### src/rtl/cs_pkg.sv
package cs_pkg;
  localparam int unsigned SEL_W = 3;
  localparam logic [SEL_W-1:0] SEL_EXT_CLK = 3'b111;
  // positions in the synchronizer bundle
  localparam int unsigned PIN_SCLK = 0;
  localparam int unsigned PIN_SDI  = 1;
  localparam int unsigned PIN_CSN  = 2;
  localparam int unsigned PIN_CNT  = 3;
  // idle values: clock high, data low, select deasserted
  localparam logic [PIN_CNT-1:0] PIN_IDLE = 3'b101;
endpackage

### src/rtl/cs_sync.sv
module cs_sync #(
  parameter int unsigned W = 3,
  parameter int unsigned STAGES = 2,
  parameter logic [W-1:0] RST_VAL = '0
) (
  input  logic         clk,
  input  logic         rst_n,
  input  logic [W-1:0] d,
  output logic [W-1:0] q
);
  for (genvar gi = 0; gi < W; gi++) begin : g_bit
    logic [STAGES-1:0] chain_q;
    always_ff @(posedge clk or negedge rst_n) begin
      if (!rst_n) chain_q <= {STAGES{RST_VAL[gi]}};
      else        chain_q <= {chain_q[STAGES-2:0], d[gi]};
    end
    assign q[gi] = chain_q[STAGES-1];
  end
endmodule

### src/rtl/cs_tx_path.sv
module cs_tx_path #(
  parameter int unsigned W = 8
) (
  input  logic         clk,
  input  logic         rst_n,
  input  logic         enable,
  input  logic         active,
  input  logic         fall,
  input  logic         rise,
  input  logic         wr_en,
  input  logic [W-1:0] wr_data,
  output logic         sdo,
  output logic         load_pulse,
  output logic         busy,
  output logic         buf_full
);
  localparam int unsigned CW = $clog2(W);

  logic [W-1:0]  hold_q, shift_q;
  logic [CW-1:0] left_q;
  logic          full_q, busy_q, sdo_q, irq_q;

  always_ff @(posedge clk or negedge rst_n) begin
    if (!rst_n) begin
      hold_q  <= '0;
      shift_q <= '0;
      left_q  <= '0;
      full_q  <= 1'b0;
      busy_q  <= 1'b0;
      sdo_q   <= 1'b0;
      irq_q   <= 1'b0;
    end else if (!enable) begin
      left_q  <= '0;
      full_q  <= 1'b0;
      busy_q  <= 1'b0;
      sdo_q   <= 1'b0;
      irq_q   <= 1'b0;
    end else begin
      irq_q <= 1'b0;
      if (wr_en) begin
        hold_q <= wr_data;
        full_q <= 1'b1;
      end
      if (active && fall) begin
        if (left_q != '0) begin
          sdo_q   <= shift_q[W-1];
          shift_q <= shift_q << 1;
          left_q  <= left_q - CW'(1);
        end else if (full_q) begin
          sdo_q   <= hold_q[W-1];
          shift_q <= hold_q << 1;
          left_q  <= CW'(W-1);
          full_q  <= 1'b0;
          busy_q  <= 1'b1;
          irq_q   <= 1'b1;
        end
        // otherwise underrun: sdo_q keeps the last bit
      end
      if (active && rise && left_q == '0) busy_q <= 1'b0;
    end
  end

  assign sdo        = sdo_q;
  assign load_pulse = irq_q;
  assign busy       = busy_q;
  assign buf_full   = full_q;

  a_r3_irq_single: assert property (@(posedge clk) disable iff (!rst_n)
    irq_q |=> !irq_q);
  a_r3_irq_empties: assert property (@(posedge clk) disable iff (!rst_n)
    irq_q |-> (!full_q && busy_q));
  a_r9_off_clears: assert property (@(posedge clk) disable iff (!rst_n)
    !enable |=> (!sdo_q && !busy_q && !full_q));
  a_r5_underrun_hold: assert property (@(posedge clk) disable iff (!rst_n)
    (enable && active && fall && left_q == '0 && !full_q) |=> $stable(sdo_q));
endmodule

### src/rtl/cs_rx_path.sv
module cs_rx_path #(
  parameter int unsigned W = 8
) (
  input  logic         clk,
  input  logic         rst_n,
  input  logic         enable,
  input  logic         active,
  input  logic         rise,
  input  logic         sdi,
  output logic [W-1:0] word,
  output logic         done
);
  localparam int unsigned CW = $clog2(W);

  logic [W-2:0]  shift_q;
  logic [W-1:0]  word_q;
  logic [CW-1:0] cnt_q;
  logic          done_q;

  always_ff @(posedge clk or negedge rst_n) begin
    if (!rst_n) begin
      shift_q <= '0;
      word_q  <= '0;
      cnt_q   <= '0;
      done_q  <= 1'b0;
    end else if (!enable) begin
      cnt_q  <= '0;
      done_q <= 1'b0;
    end else begin
      done_q <= 1'b0;
      if (active && rise) begin
        shift_q <= {shift_q[W-3:0], sdi};
        if (cnt_q == CW'(W-1)) begin
          word_q <= {shift_q, sdi};
          done_q <= 1'b1;
          cnt_q  <= '0;
        end else begin
          cnt_q <= cnt_q + CW'(1);
        end
      end
    end
  end

  assign word = word_q;
  assign done = done_q;

  a_r7_done_single: assert property (@(posedge clk) disable iff (!rst_n)
    done_q |=> !done_q);
  a_r9_rx_off: assert property (@(posedge clk) disable iff (!rst_n)
    !enable |=> (!done_q && cnt_q == '0));
endmodule

### src/rtl/cont_slave_xcvr.sv
module cont_slave_xcvr
  import cs_pkg::*;
#(
  parameter int unsigned WORD_W = 8,
  parameter int unsigned SYNC_STAGES = 2
) (
  input  logic              clk,
  input  logic              rst_n,
  input  logic              enable,
  input  logic [SEL_W-1:0]  clk_sel,
  input  logic              sclk_in,
  input  logic              sdi_in,
  input  logic              cs_n_in,
  output logic              sdo,
  input  logic              tx_valid,
  input  logic [WORD_W-1:0] tx_data,
  output logic              tx_ready,
  output logic              rx_valid,
  output logic [WORD_W-1:0] rx_data,
  output logic              tx_irq,
  output logic              busy
);
  logic [PIN_CNT-1:0] pins_raw, pins_s;
  logic sclk_prev_q, rise, fall, armed_q, active, tx_fire, buf_full;

  assign pins_raw[PIN_SCLK] = sclk_in;
  assign pins_raw[PIN_SDI]  = sdi_in;
  assign pins_raw[PIN_CSN]  = cs_n_in;

  cs_sync #(.W(PIN_CNT), .STAGES(SYNC_STAGES), .RST_VAL(PIN_IDLE)) u_sync (
    .clk(clk), .rst_n(rst_n), .d(pins_raw), .q(pins_s)
  );

  always_ff @(posedge clk or negedge rst_n) begin
    if (!rst_n) sclk_prev_q <= 1'b1;
    else        sclk_prev_q <= pins_s[PIN_SCLK];
  end

  assign rise = pins_s[PIN_SCLK] & ~sclk_prev_q;
  assign fall = ~pins_s[PIN_SCLK] & sclk_prev_q;

  assign tx_ready = enable & ~buf_full;
  assign tx_fire  = tx_valid & tx_ready;

  always_ff @(posedge clk or negedge rst_n) begin
    if (!rst_n)       armed_q <= 1'b0;
    else if (!enable) armed_q <= 1'b0;
    else if (tx_fire) armed_q <= 1'b1;
  end

  assign active = enable & armed_q & (clk_sel == SEL_EXT_CLK) & ~pins_s[PIN_CSN];

  cs_tx_path #(.W(WORD_W)) u_tx (
    .clk(clk), .rst_n(rst_n), .enable(enable), .active(active),
    .fall(fall), .rise(rise), .wr_en(tx_fire), .wr_data(tx_data),
    .sdo(sdo), .load_pulse(tx_irq), .busy(busy), .buf_full(buf_full)
  );

  cs_rx_path #(.W(WORD_W)) u_rx (
    .clk(clk), .rst_n(rst_n), .enable(enable), .active(active),
    .rise(rise), .sdi(pins_s[PIN_SDI]), .word(rx_data), .done(rx_valid)
  );

  a_r1_unarmed_quiet: assert property (@(posedge clk) disable iff (!rst_n)
    !armed_q |-> (!rx_valid && !tx_irq && !busy));
  a_r3_ready_drops: assert property (@(posedge clk) disable iff (!rst_n)
    tx_fire |=> !tx_ready);
endmodule

### config.mk
export PLATFORM = sky130hd
export DESIGN_NAME = cont_slave_xcvr
export DESIGN_NICKNAME = d
export VERILOG_FILES = /design/src/rtl/cs_pkg.sv /design/src/rtl/cs_sync.sv /design/src/rtl/cs_tx_path.sv /design/src/rtl/cs_rx_path.sv /design/src/rtl/cont_slave_xcvr.sv
export SDC_FILE = /design/constraint.sdc
export NUM_CORES = 1
export LEC_CHECK = 0
export CAP_MARGIN = 20
export CORE_MARGIN = 4
export CORE_UTILIZATION = 55
export DETAILED_ROUTE_END_ITERATION = 10
export HOLD_SLACK_MARGIN = 0.03
export PLACE_DENSITY = 0.81
export SETUP_SLACK_MARGIN = 0.15
export SLEW_MARGIN = 20
export SYNTH_ARGS = -nofsm -noshare
export SYNTH_HDL_FRONTEND = slang
export SYNTH_SLANG_ARGS = --single-unit
### constraint.sdc
create_clock -name clk -period 6.2 [get_ports clk]
set_input_delay 0.62 -clock clk [delete_from_list [all_inputs] [get_ports clk]]
set_output_delay 0.62 -clock clk [all_outputs]
set_load 0.02 [all_outputs]
# Word-level counts from Yosys, hierarchy flattened
# Index checks and enable logic that the tools add are counted.
# Widths: inputs -> output; s select.
# classes
addsub,2
n_eq_ne,9
muxes,32
bitwise,11
n_reduce_logical,12
# op_table
op,count
$mux 1,23
$mux 3,7
$mux 8,2
$ne 3x1->1 const B,3
$reduce_and 3->1,3
$and 1x1->1,7
$eq 3x3->1 const B,2
$ne 2x1->1 const B,3
$reduce_and 2->1,3
$not 1->1,4
$add 3x1->3 const B,1
$logic_and 1x1->1,3
$logic_not 3->1,1
$ne 3x3->1 const B,1
$reduce_bool 3->1,1
$sub 3x1->3 const B,1
$reduce_bool 2->1,1
# totals
ff_bits,50
inputBits,18
output_inout_bits,13
word_cells,82

# Logic depth before layout (Yosys ltp)
# logic_depth
depth_word,8
ltp_mapped,6
depth_no_buf,5

# Modules after synthesis
# From an unflattened synthesis, not the netlist that was laid out.
# unflattened
cells_unflattened,144
area_unflattened_um2,2115.8
# by_module_without_submodules
module,n_inst,cells_each,area_each_um2,seq_area_each_um2
cs_tx_path,1,74,1042.2,550.5
cs_rx_path,1,50,782.0,475.5
cs_sync,1,9,177.7,155.1
cont_slave_xcvr,1,11,113.9,51.3

# Least setup slack after synthesis
# Ideal clock, no wire load.
# synth_timing
kind,input to register
startpoint,input port enable
endpoint,register u_tx.hold_q[0]
setup_ns,0.125
t_arrival_ns,1.872
required_time_ns,6.075
setup_slack_ns,4.204
stages,4
n_path_buf,1
cell_sequence,clkbuf_1 nor2b_1 nand2_1 mux2_2
# synth_via
elab_chain_cells,3
# synth_rtl
element,line_no,rtl
start: declaration,cont_slave_xcvr.sv:9,"input logic enable,"
$and 1x1->1,cont_slave_xcvr.sv:42,assign tx_ready = enable & ~buf_full;
net tx_ready,cont_slave_xcvr.sv:17,"output logic tx_ready,"
$and 1x1->1,cont_slave_xcvr.sv:43,assign tx_fire = tx_valid & tx_ready;
$reduce_and 2->1 (no source line),-,
end signal: assignment,cs_tx_path.sv:41,hold_q <= wr_data;
end: declaration,cs_tx_path.sv:19,"logic [W-1:0] hold_q, shift_q;"
# The timed path passes the listed nets, and every way through them passes these cells.
# A chain may end at the register's enable or synchronous reset.

# Final worst setup path
# layout_timing
startpoint,input port enable
endpoint,output port tx_ready
# layout_via
elab_chain_cells,1
# layout_rtl
element,line_no
$and 1x1->1,cont_slave_xcvr.sv:42
end: declaration,cont_slave_xcvr.sv:17
# Every way passes these cells.

==> summary.log <==
[status] result of the run finished clean
[cells_and_area] number of non-filler instances in the completed layout 226
[cells_and_area] total area of sequential cells 0.00123 mm2
[place] number of instances in the placed design 218
[cells_and_area] filler instances 264
[floorplanning] CORE AREA 0.00363 mm2
[routing] first-pass iteration count of the detailed router 4
[synthesis] Yosys cell types 26
[cells_and_area] antenna diode instance count 0
[cts] CTS max path bufs 2
[floorplanning] IO Pins 31
[routing] average wire length per cell after detail routing 15.6 um
[place] final weighted congestion in routability-driven placement 0.865
[critical_path] required time reported for the critical path endpoint 5580 ps
[critical_path] startpoint types input port
[critical_path] Crit. End Element output port
[routing] post-detailed-route count of antenna-violating nets 0
[cts] Setup Buffers After CTS 0
[power_and_ir_drop] fraction of power spent switching nets 21.7%
[synthesis] synthesized instance count 142
[sta] headroom to the max-slew limit 36.1%
[power_and_ir_drop] Worst VDD drop 0.000199 V
[cts] register clock-pin slew on the reported worst setup and hold paths 90 ps
[critical_path] reg-to-reg slack, setup 3950 ps
[routing] DR vias 1,216
[critical_path] data arrival time of the critical path 2250 ps
[global_routing] sum of overflow across all layers after global routing 0
[place] count of port buffers added during placement 30
[global_routing] initial antenna violation count 0
[global_routing] via count of the first global-routing pass 1,278
[sta] final setup vio count 0
[power_and_ir_drop] share of total power in combinational logic 8.0%
[synthesis] sequential cell area fraction in the yosys report 59.6%
[synthesis] Synth top area share 53.3%
[power_and_ir_drop] switching pwr 0.135 mW
[floorplanning] floorplan die area 0.00480 mm2
[critical_path] kind of critical path in -> out
[cts] TritonCTS clock tree done
[synthesis] most numerous cell types in the synthesized netlist 44 x dfrtp_1, 29 x mux2_2, 12 x nand2_1
[floorplanning] number of rows created at floorplan 22
[power_and_ir_drop] Clock power frac 36.6%
[synthesis] cell taking the most area after synthesis dfrtp_1
[critical_path] r2r worst-path depth 5
[sta] share of the clock period used by the worst path 46.3%
[global_routing] global-route wire length before repair 6330 um
[floorplanning] die boundary height 69.3 um
[synthesis] total of flip-flops plus latches after synthesis 49
[critical_path] number of logic stages on the critical path including buffering 3
[power_and_ir_drop] total power divided by cell area 245 mW/mm2
[critical_path] maximum cell stage delay along the critical path 710 ps
[global_routing] pin count of the biggest net entering global routing 50
[routing] number of DRC markers after the initial detailed-route iteration 64
[cells_and_area] Net count, final 199
[routing] DR DRC count 0
[sta] measured slew at the worst slew-check pin 959 ps
[critical_path] total buffers and inverters traversed by the critical path 2
[cts] count of H-tree levels built during CTS 2
[sta] Max Clock Skew 4.38 ps
[critical_path] CP top delay family buffers and inverters
[synthesis] Post-Syn Area per Cell 14.6 um2
[sta] TNS Setup 0 ps
[place] HPWL after DPL 2470 um
[floorplanning] initial core utilization 56.9%
[synthesis] number of enable-type register cells in the synthesized netlist 0
[synthesis] Post-Syn Area 0.00207 mm2
[cells_and_area] fraction of layout cells with a size suffix above 1 30.3%
[floorplanning] chip width 69.3 um
[cts] hold bufs inserted after CTS 0
[critical_path] worst-path fanout max 12
[synthesis] synthesis warning total 0
[synthesis] most frequent cell after synthesis dfrtp_1
[sta] final critical-path required period 2870 ps
[power_and_ir_drop] Seq pwr share 55.4%
[cells_and_area] P&R area growth vs syn 22.5%
[sta] unrepaired setup endpoints after global routing false
[critical_path] Critical Path, Cell by Cell clkdlybuf4s50_1 -> nor2b_1 -> clkdlybuf4s50_1
[cts] root buffer cell clkbuf_8
[power_and_ir_drop] LEAKAGE 1.17 nW
[flow_run] max capacitance violation total 0
[cts] clock latency at the later pin of the worst-skew pair 300 ps
[synthesis] main area contributors after synthesis dfrtp_1 53%, mux2_2 16%, dfstp_2 6.4%
[cells_and_area] multi-input gate area in the final layout 808 um2
[synthesis] Syn Nets 164
[critical_path] Max stage delay cell, worst path clkdlybuf4s50_1
[cts] CTS sink count 49
[synthesis] Main synth FF type dfrtp_1
[worst_hold_path] worst hold path class in -> async
[global_routing] GRT Overall Usage 16.5%
[sta] highest clock frequency the design can meet 349 MHz
[power_and_ir_drop] Internal Pwr Total 0.485 mW
[cts] number of gates given a new drive strength after cts 0
[synthesis] proportion of register bits with asynchronous set or reset after synthesis 100%
[routing] mean number of vias per cell 5.38
[cts] number of clock buffers inserted by TritonCTS 5
[sta] Final Slew Violations 0
[critical_path] dominant cell type by count on the critical path clkdlybuf4s50_1
[sta] final hold violations 0
[routing] Total Routed Length 3520 um
## path summary, 6_finish.rpt
check | to | startpoint
worst max-delay path | tx_ready | enable
worst min-delay path | u_rx.word[7] | rst_n
worst max register to register | u_tx.shift_q[5] | u_tx.left_q[0]
worst min register to register | u_sync.g_bit[0].chain_q[1] | u_sync.g_bit[0].chain_q[0]
max in group asynchronous | u_tx.shift_q[5] | rst_n
min in group clk | u_sync.g_bit[0].chain_q[1] | u_sync.g_bit[0].chain_q[0]
## stage by stage
step	utilization (%)	setup slack (ps)	hold WS (ps)	area, um2	total power, mW
2_1_floorplan	-	4200	324	2070	0.375
3_3_place_gp	66.5	3280	337	2410	0.397
3_5_place_dp	66.5	3190	348	2410	0.400
4_1_cts	69.6	3320	362	2530	0.626
5_1_grt	69.7	3280	351	2530	0.649
6_report	69.7	3330	311	2530	0.620
## cell usage in the layout (no fill, tap or decap), types with 3 or more instances in the layout
master	instances
mux2_4	6
ha_1	4
nor2b_1	3
nor4_1	3
o21ai_0	3
nand2_1	12
dfrtp_1	44
nand4_1	4
clkdlybuf4s50_1	29
dfstp_2	5
mux2i_1	7
nor2_1	3
inv_1	5
mux2_2	29
clkbuf_8	5
## power groups by stage
stage	Clock, mW	Combinational, mW	Sequential (mW)
6_report	0.227	0.0494	0.343
5_1_grt	0.248	0.0548	0.346
4_1_cts	0.232	0.0503	0.344
3_5_place_dp	0	0.0501	0.350
3_3_place_gp	0	0.0479	0.349
2_1_floorplan	0	0.0283	0.347
## registers in the layout, indices dropped and copies added, names as in the netlist
register,flops
armed_q,1
sclk_prev_q,1
u_rx.cnt_q,3
u_rx.done,1
u_rx.shift_q,7
u_rx.word,8
u_sync.g_bit.chain_q,6
u_tx.buf_full,1
u_tx.busy,1
u_tx.hold_q,8
u_tx.left_q,3
u_tx.load_pulse,1
u_tx.sdo,1
u_tx.shift_q,7
## per-layer routing
layer  up-vias  track usage, %  part of all wire (%)
li1        574               -                     -
met1       603            22.3                    46
met2        30            25.1                    47
met3         9            4.64                   4.1
met4         0            7.16                   2.2
met5         -               0                     0
## final cells by class
cell class	instances	share of cell area [%]
Sequential cell	49	48.7
Multi-Input combinational cell	86	31.9
Timing Repair Buffer	30	11.8
Clock buffer	5	2.72
Tap cell	48	2.37
Clock inverter	3	1.83
Inverter	5	0.741
## cell families (layout without fill, tap and decap cells)
kind of cell    after synthesis  in the layout  share of synthesized area [%]
mux                          42             42                           23.5
buf+inv                       7             43                           1.27
compound gates                6              6                           3.03
fa+ha+maj                     4              4                           2.42
simple gates                 34             34                           10.1
flops                        49             49                           59.6
(Power assumes the default switching activity.)
